### config.mk
export PLATFORM = sky130hd
export DESIGN_NAME = rx_clk_cs_gate
export DESIGN_NICKNAME = d
export VERILOG_FILES = /design/src/rtl/rxg_pkg.sv /design/src/rtl/rxg_timer.sv /design/src/rtl/rxg_lock_fsm.sv /design/src/rtl/rxg_out.sv /design/src/rtl/rx_clk_cs_gate.sv
export SDC_FILE = /design/constraint.sdc
export NUM_CORES = 1
export LEC_CHECK = 0
export ABC_CLOCK_PERIOD_IN_PS = 4400
export BUFFER_PORTS_ARGS = -buffer_cell sky130_fd_sc_hd__buf_2
export CAP_MARGIN = 30
export CORE_UTILIZATION = 55
export DETAILED_ROUTE_END_ITERATION = 7
export PLACE_DENSITY_LB_ADDON = 0.25
export SLEW_MARGIN = 20
export SYNTH_ARGS = -nofsm -noshare
export SYNTH_HDL_FRONTEND = slang
export SYNTH_SLANG_ARGS = --single-unit
### constraint.sdc
create_clock -name clk -period 4.4 [get_ports clk]
set_input_delay 0.22 -clock clk [delete_from_list [all_inputs] [get_ports clk]]
set_output_delay 0.22 -clock clk [all_outputs]
set_load 0.02 [all_outputs]
### src/rtl/rxg_pkg.sv
package rxg_pkg;
  typedef enum logic [1:0] {
    RXG_IDLE  = 2'd0,
    RXG_ACQ   = 2'd1,
    RXG_ALIGN = 2'd2,
    RXG_LOCK  = 2'd3
  } rxg_state_t;
endpackage

### src/rtl/rxg_timer.sv
// Down-counter of time-base ticks; load wins over counting.
module rxg_timer #(
  parameter int unsigned COUNT = 30
) (
  input  logic clk,
  input  logic rst,
  input  logic tick,
  input  logic load,
  output logic active,
  output logic active_next
);
  localparam int unsigned W = $clog2(COUNT + 1);

  logic [W-1:0] cnt_q;
  logic [W-1:0] cnt_n;

  always_comb begin
    cnt_n = cnt_q;
    if (load)
      cnt_n = W'(COUNT);
    else if (tick && (cnt_q != '0))
      cnt_n = cnt_q - 1'b1;
  end

  always_ff @(posedge clk) begin
    if (rst) cnt_q <= '0;
    else     cnt_q <= cnt_n;
  end

  assign active      = (cnt_q != '0);
  assign active_next = (cnt_n != '0);
endmodule

### src/rtl/rxg_lock_fsm.sv
// Tracks the receive clock source: stand-in, waiting out the lock window,
// waiting for a common low phase, or recovered clock.
module rxg_lock_fsm
  import rxg_pkg::*;
(
  input  logic       clk,
  input  logic       rst,
  input  logic       cis,
  input  logic       crs_in,
  input  logic       crs_rise,
  input  logic       win_active,
  input  logic       tx_clk,
  input  logic       rec_clk,
  output rxg_state_t state_q,
  output rxg_state_t state_n
);
  logic both_low;
  assign both_low = !rec_clk && (cis || !tx_clk);

  always_comb begin
    state_n = state_q;
    if (!crs_in)
      state_n = RXG_IDLE;
    else if (crs_rise)
      state_n = RXG_ACQ;
    else begin
      unique case (state_q)
        RXG_ACQ:   if (!win_active) state_n = RXG_ALIGN;
        RXG_ALIGN: if (both_low)    state_n = RXG_LOCK;
        default:   state_n = state_q;
      endcase
    end
  end

  always_ff @(posedge clk) begin
    if (rst) state_q <= RXG_IDLE;
    else     state_q <= state_n;
  end
endmodule

### src/rtl/rxg_out.sv
// Registered controller-side outputs.
module rxg_out (
  input  logic clk,
  input  logic rst,
  input  logic cis,
  input  logic lock_n,
  input  logic tx_clk,
  input  logic rec_clk,
  input  logic rec_fall,
  input  logic rec_data,
  input  logic carrier_raw,
  input  logic inhibit_n,
  input  logic collision_raw,
  output logic rx_clk_o,
  output logic rx_data_o,
  output logic carrier_o,
  output logic collision_o
);
  logic stand_in;
  assign stand_in = !cis && tx_clk;

  always_ff @(posedge clk) begin
    if (rst) begin
      rx_clk_o    <= 1'b0;
      rx_data_o   <= 1'b0;
      carrier_o   <= 1'b0;
      collision_o <= 1'b0;
    end else begin
      rx_clk_o    <= lock_n ? rec_clk : stand_in;
      rx_data_o   <= lock_n ? (rec_fall ? rec_data : rx_data_o) : 1'b0;
      carrier_o   <= carrier_raw && !inhibit_n;
      collision_o <= collision_raw;
    end
  end
endmodule

### src/rtl/rx_clk_cs_gate.sv
module rx_clk_cs_gate
  import rxg_pkg::*;
#(
  parameter int unsigned LOCK_TICKS    = 30,
  parameter int unsigned INHIBIT_TICKS = 88
) (
  input  logic clk,
  input  logic rst,
  input  logic tick,
  input  logic cis,
  input  logic tx_clk,
  input  logic tx_en,
  input  logic crs_in,
  input  logic rec_clk,
  input  logic rec_data,
  input  logic coll_in,
  input  logic sqe_in,
  output logic rx_clk_o,
  output logic rx_data_o,
  output logic carrier_o,
  output logic collision_o
);
  logic crs_q, txen_q, rck_q;
  logic crs_rise, tx_fall, rec_fall;
  logic win_active, win_active_n;
  logic inh_active, inh_active_n;
  logic lock_q;
  rxg_state_t state_q, state_n;

  always_ff @(posedge clk) begin
    if (rst) begin
      crs_q  <= 1'b0;
      txen_q <= 1'b0;
      rck_q  <= 1'b0;
    end else begin
      crs_q  <= crs_in;
      txen_q <= tx_en;
      rck_q  <= rec_clk;
    end
  end

  assign crs_rise = crs_in && !crs_q;
  assign tx_fall  = txen_q && !tx_en;
  assign rec_fall = rck_q && !rec_clk;
  assign lock_q   = (state_q == RXG_LOCK);

  rxg_timer #(.COUNT(LOCK_TICKS)) u_lock_win (
    .clk(clk), .rst(rst), .tick(tick), .load(crs_rise),
    .active(win_active), .active_next(win_active_n)
  );

  rxg_timer #(.COUNT(INHIBIT_TICKS)) u_inhibit (
    .clk(clk), .rst(rst), .tick(tick), .load(tx_fall),
    .active(inh_active), .active_next(inh_active_n)
  );

  rxg_lock_fsm u_fsm (
    .clk(clk), .rst(rst), .cis(cis), .crs_in(crs_in), .crs_rise(crs_rise),
    .win_active(win_active), .tx_clk(tx_clk), .rec_clk(rec_clk),
    .state_q(state_q), .state_n(state_n)
  );

  rxg_out u_out (
    .clk(clk), .rst(rst), .cis(cis),
    .lock_n(state_n == RXG_LOCK),
    .tx_clk(tx_clk), .rec_clk(rec_clk), .rec_fall(rec_fall),
    .rec_data(rec_data),
    .carrier_raw(crs_in || coll_in), .inhibit_n(inh_active_n),
    .collision_raw(coll_in || sqe_in),
    .rx_clk_o(rx_clk_o), .rx_data_o(rx_data_o),
    .carrier_o(carrier_o), .collision_o(collision_o)
  );

  logic unused_ok;
  assign unused_ok = win_active_n ^ inh_active;
endmodule

# Word-level counts from Yosys, hierarchy flattened
# Index checks and enable logic that the tools add are counted.
[word_totals]
ff_bits = 21
in_bits = 11
elab_cells = 50
[classes]
add_sub_neg = 2
n_eq_ne = 3
muxes = 10
bitwise = 1
n_reduce_logical = 23
[ops]
columns = ["op", "count"]
rows = [
  ["7-bit two-way mux", 2],
  ["7-bit nonzero test", 2],
  ["5-bit two-way mux", 2],
  ["1-bit logical AND", 8],
  ["2-bit two-way mux", 4],
  ["7-bit by 1-bit subtractor with 7-bit output (second input constant)", 1],
  ["1-bit logical NOT", 6],
  ["5-bit nonzero test", 1],
  ["5-bit by 1-bit subtractor with 5-bit output (second input constant)", 1],
  ["2-bit == test (second input constant)", 2],
  ["2-bit case mux with 2 select lines", 1],
  ["2-bit OR reduction", 2],
  ["1-bit logical OR", 3],
  ["2-bit by 1-bit == test with 1-bit output (second input constant)", 1],
  ["2-bit nonzero test", 1],
  ["1-bit two-way mux", 1],
  ["1-bit inverter", 1],
]

# Depth between registers and ports, before layout
[logic_depth]
depth_word = 10
depth_mapped = 7
ltp_nobuf = 7

# Modules after synthesis
# Synthesis repeated with hierarchy kept, for this count alone.
[hier_totals]
cells_unflattened = 135
hier_area_um2 = 1196.1
[by_module_without_submodules]
columns = ["module", "n_inst", "cells_each", "area_per_inst_um2", "seq_area_each_um2"]
rows = [
  ["rxg_timer (u_inhibit)", 1, 56, 498.0, 140.1],
  ["rxg_timer (u_lock_win)", 1, 33, 265.3, 100.1],
  ["rxg_lock_fsm", 1, 23, 187.7, 40.0],
  ["rxg_out", 1, 11, 128.9, 80.1],
  ["rx_clk_cs_gate", 1, 12, 116.4, 60.1],
]

# Worst setup path before layout
# OpenSTA, ideal clock, no wires.
[synth_timing]
path_kind = "flip-flop to flip-flop"
startpoint = "register u_lock_win.cnt_q[0]"
endpoint = "register u_out.rx_clk_o"
arrival_ns = 1.645
t_required_ns = 4.329
setup_slack_ns = 2.684
stages_incl_launch_ff = 8
path_buffers = 0
period_less_slack_ns = 1.716
path_cell_list = "dfxtp_1 > inv_1 > ha_1 > or4b_4 > a211oi_1 > o21ai_1 > a21o_1 > a21oi_1"
[synth_via]
elab_chain_cells = 7
[synth_lines]
columns = ["item", "line_no", "source"]
rows = [
  ["start, declared", "rxg_timer.sv:14", "logic [W-1:0] cnt_q;"],
  ["start signal, assigned", "rxg_timer.sv:27", "else cnt_q <= cnt_n;"],
  ["5-bit nonzero test", "rxg_timer.sv:30", "assign active = (cnt_q != '0);"],
  ["2-bit two-way mux", "rxg_lock_fsm.sv:28", "RXG_ACQ: if (!win_active) state_n = RXG_ALIGN;"],
  ["2-bit case mux with 2 select lines", "rxg_lock_fsm.sv:27", "unique case (state_q)"],
  ["2-bit two-way mux", "rxg_lock_fsm.sv:24", "else if (crs_rise)"],
  ["2-bit two-way mux", "rxg_lock_fsm.sv:22", "if (!crs_in)"],
  ["2-bit == test", "rx_clk_cs_gate.sv:65", ".lock_n(state_n == RXG_LOCK),"],
  ["1-bit two-way mux", "rxg_out.sv:29", "rx_clk_o <= lock_n ? rec_clk : stand_in;"],
  ["end signal, assigned", "rxg_out.sv:29", ""],
  ["end, declared", "rxg_out.sv:14", "output logic rx_clk_o,"],
]
# Every way passes these cells.
# A chain may end at the register's enable or synchronous reset.

# Final worst setup path
# Same ends and word-level chain as after synthesis.

==> qor.txt <==
worst-path fanout max = 4
Reg2Reg Setup Slack = 2.52 ns
CP endpoint kind = flip-flop
drc violations = 0
Synth Register Bits = 21
H-tree depth = 1
Power Density = 537 nW/um2
count of cell types in the netlist = 39
RSZ-0062 raised after global routing = false
CTS tree = built
CTS Sinks = 21
CTS Root Buffer Type = clkbuf_4
share of cells above drive strength 1 = 15.9%
via count = 921
half-perimeter wire length after detailed placement = 1.52 mm
I/O pin total = 15
Flop pwr share = 40.4%
Critical path origin = u_lock_win.cnt_q[0]
R2R cell count = 7
NetSw = 0.264 mW
GP Congestion = 0.875
TritonCTS Buffers = 3
status = finished clean
Fin Setup TNS = 0 ns
post-synthesis sequential area ratio = 37.3%
Worst slew margin = 75.7%
Routed Antenna Nets = 0
Critical Path Max Stage Delay = 0.48 ns
largest net degree at the start of global routing = 17
Cells after Synth = 131
CORE AREA = 1940 um2
finished layout cell area = 1230 um2
area post-placement = 1200 um2
1st-pass router iterations = 4
top cell family by delay on the critical path = compound AO/OA/AOI/OAI gates
clock power share = 13.6%
CP max stage cell = or4b_4
sink of the worst hold path = u_out.collision_o
worst vdd ir = 0.289 mV
crit start category = flip-flop
Hold Crit Depth = 3
sw frac = 40.1%
Pleak = 0.501 nW
Finished Core Util = 63.1%
number of synthesis warnings = 0
die area = 2230 um2
HP Class = in2reg
setup violators final = 0
ANT cells = 0
vias in the first global route = 780
initial antenna violation count = 0
DR WL/cell = 11.3 um
Placed Cells incl. Taps = 168
routed wire length = 1.94 mm
post-CTS setup buffer count = 0
Initial Util = 58.0%
Worst Tran Pin Value = 0.360 ns
Site Rows = 16
Post-Syn Nets = 149
vias per std cell = 5.35
Port Buffers = 14
crit path kind = reg2reg
Max Fclk = 533 MHz
fin crit share = 42.7%
Remaining Overflow, GRT = 0
post-CTS sizing = 0
Reg2Reg Capture Point = u_out.rx_clk_o
logic gate share of total power = 46.0%
R2R Path Start = u_lock_win.cnt_q[0]
WP data required = 4.63 ns
Mean Syn Cell Area = 8.60 um2
Slew Limit Fails = 0
Syn Std Cell Area = 1130 um2
worst clock skew = 0.000680 ns
Die Ht = 47.3 um
worst-skew pair later-pin latency = 0.29 ns
post-layout min period = 1.88 ns
min-delay src = sqe_in
Worst-path clk slew = 0.11 ns
Die Wd = 47.3 um
Final Non-Filler Cells = 172
Int Power = 0.395 mW
first-pass GRT wire length = 3.22 mm
GRT Resource Usage Total = 20.3%
Max clock buf depth = 2
worst-path cell chain = inv_1 -> ha_1 -> or4b_4 -> a211oi_1 -> o21ai_1 -> a21o_1 -> a21oi_1
Total Nets Final = 164
Starting DRT DRC Count = 10
Fin. Hold Viols = 0
Worst EP arrival = 2.11 ns
max-cap viol count = 0
Post-CTS Hold Fix Bufs = 0
Area Overhead vs Synth = 8.89%
Worst Path Buf+Inv = 1
==> cell usage in the layout (no fill, tap or decap), drive strengths merged, types with 3 or more instances in the layout <==
cell type,n
nor2b,6
dfxtp,21
nor3,5
o21ai,4
clkbuf,4
a211oi,3
xnor2,3
a21oi,14
nand2,8
nand3,6
nor2,14
inv,9
nand2b,4
ha,7
buf,14
==> worst max-delay path by stage <==
| stage | end | slack [ns] | cells past startpoint |
|---|---|---|---|
| after floorplan | u_out.rx_clk_o | 2.68 | 7 |
| after global placement | u_out.rx_clk_o | 2.63 | 7 |
| after detailed placement | u_out.rx_clk_o | 2.55 | 7 |
| after CTS | u_out.rx_clk_o | 2.52 | 7 |
| after global routing | u_out.rx_clk_o | 2.39 | 7 |
| final | u_out.rx_clk_o | 2.52 | 7 |
==> through the flow <==
step / setup WS (ns) / power, mW / hold WS (ns)
after global placement: 2.63 / 0.566 / 0.433
after detailed placement: 2.55 / 0.575 / 0.433
after floorplan: 2.68 / 0.539 / 0.292
after CTS: 2.52 / 0.664 / 0.123
after global routing: 2.39 / 0.717 / 0.107
final: 2.52 / 0.658 / 0.127
==> cells in the mapped netlist, drive strengths merged <==
cell type / number / area [um2]
dfxtp: 21 / 420
a21oi: 14 / 70.1
nor2: 14 / 52.6
inv: 9 / 33.8
nand2: 8 / 30.0
ha: 7 / 87.6
nand3: 6 / 30.0
nor2b: 6 / 37.5
nor3: 5 / 35.0
nand2b: 4 / 25.0
o21ai: 4 / 20.0
a211oi: 3 / 22.5
xnor2: 3 / 26.3
a31oi: 2 / 12.5
buf: 2 / 22.5
clkbuf: 2 / 7.51
o31ai: 2 / 28.8
or3: 2 / 17.5
a21o: 1 / 7.51
and2: 1 / 6.26
and3: 1 / 6.26
and4bb: 1 / 12.5
mux2: 1 / 11.3
nand3b: 1 / 7.51
nor3b: 1 / 7.51
nor4: 1 / 6.26
o211ai: 1 / 7.51
o21a: 1 / 7.51
o221ai: 1 / 8.76
o22a: 1 / 8.76
o311a: 1 / 10.0
o311ai: 1 / 8.76
or4: 1 / 7.51
or4b: 1 / 13.8
xor2: 1 / 8.76
==> cells by family (layout without fill, tap and decap cells) <==
| group | Yosys count | count (layout) | share of synthesized area, % |
|---|---|---|---|
| AO/OA/AOI/OAI | 32 | 32 | 18.9 |
| adder cells (fa/ha/maj) | 7 | 7 | 7.78 |
| AND/OR/NAND/NOR | 53 | 53 | 26.2 |
| multiplexers | 1 | 1 | 1.00 |
| XOR/XNOR | 4 | 4 | 3.11 |
| buffers and inverters | 13 | 27 | 5.67 |
| flip-flops | 21 | 21 | 37.3 |
==> final cells by class <==
type / count / area, um2
fill: 179 / 716
multi-input combinational: 97 / 642
sequential: 21 / 420
timing repair buffer: 14 / 70.1
inverter: 9 / 33.8
tap: 27 / 33.8
clock buffer: 4 / 26.3
==> power by group through the flow <==
stage / sequential [mW] / combinational (mW) / clock, mW
2_1_floorplan: 0.262 / 0.277 / 0
3_3_place_gp: 0.267 / 0.299 / 0
3_5_place_dp: 0.270 / 0.305 / 0
4_1_cts: 0.265 / 0.306 / 0.0931
5_1_grt: 0.273 / 0.342 / 0.102
6_report: 0.266 / 0.303 / 0.0894
==> worst reg2reg max path, stage by stage (launching register included) <==
cell and delay, ns:
dfxtp_1 0.33, inv_1 0.10, ha_1 0.17, or4b_4 0.48
a211oi_1 0.28, o21ai_1 0.14, a21o_1 0.19, a21oi_1 0.12
==> routing by layer <==
layer	up-vias	track usage, %	wire [um]
li1	488	-	-
met1	423	26.6	932
met2	8	34.2	966
met3	2	2.31	31
met4	0	6.86	10
met5	-	0	0
==> registers in the layout, summed over array words and instances, names as in the netlist <==
signal,count
u_out.carrier_o,1
u_out.rx_data_o,1
u_out.rx_clk_o,1
txen_q,1
u_lock_win.cnt_q,5
u_inhibit.cnt_q,7
crs_q,1
u_fsm.state_q,2
u_out.collision_o,1
rck_q,1
Note: power is estimated with default switching activity, not from simulation.
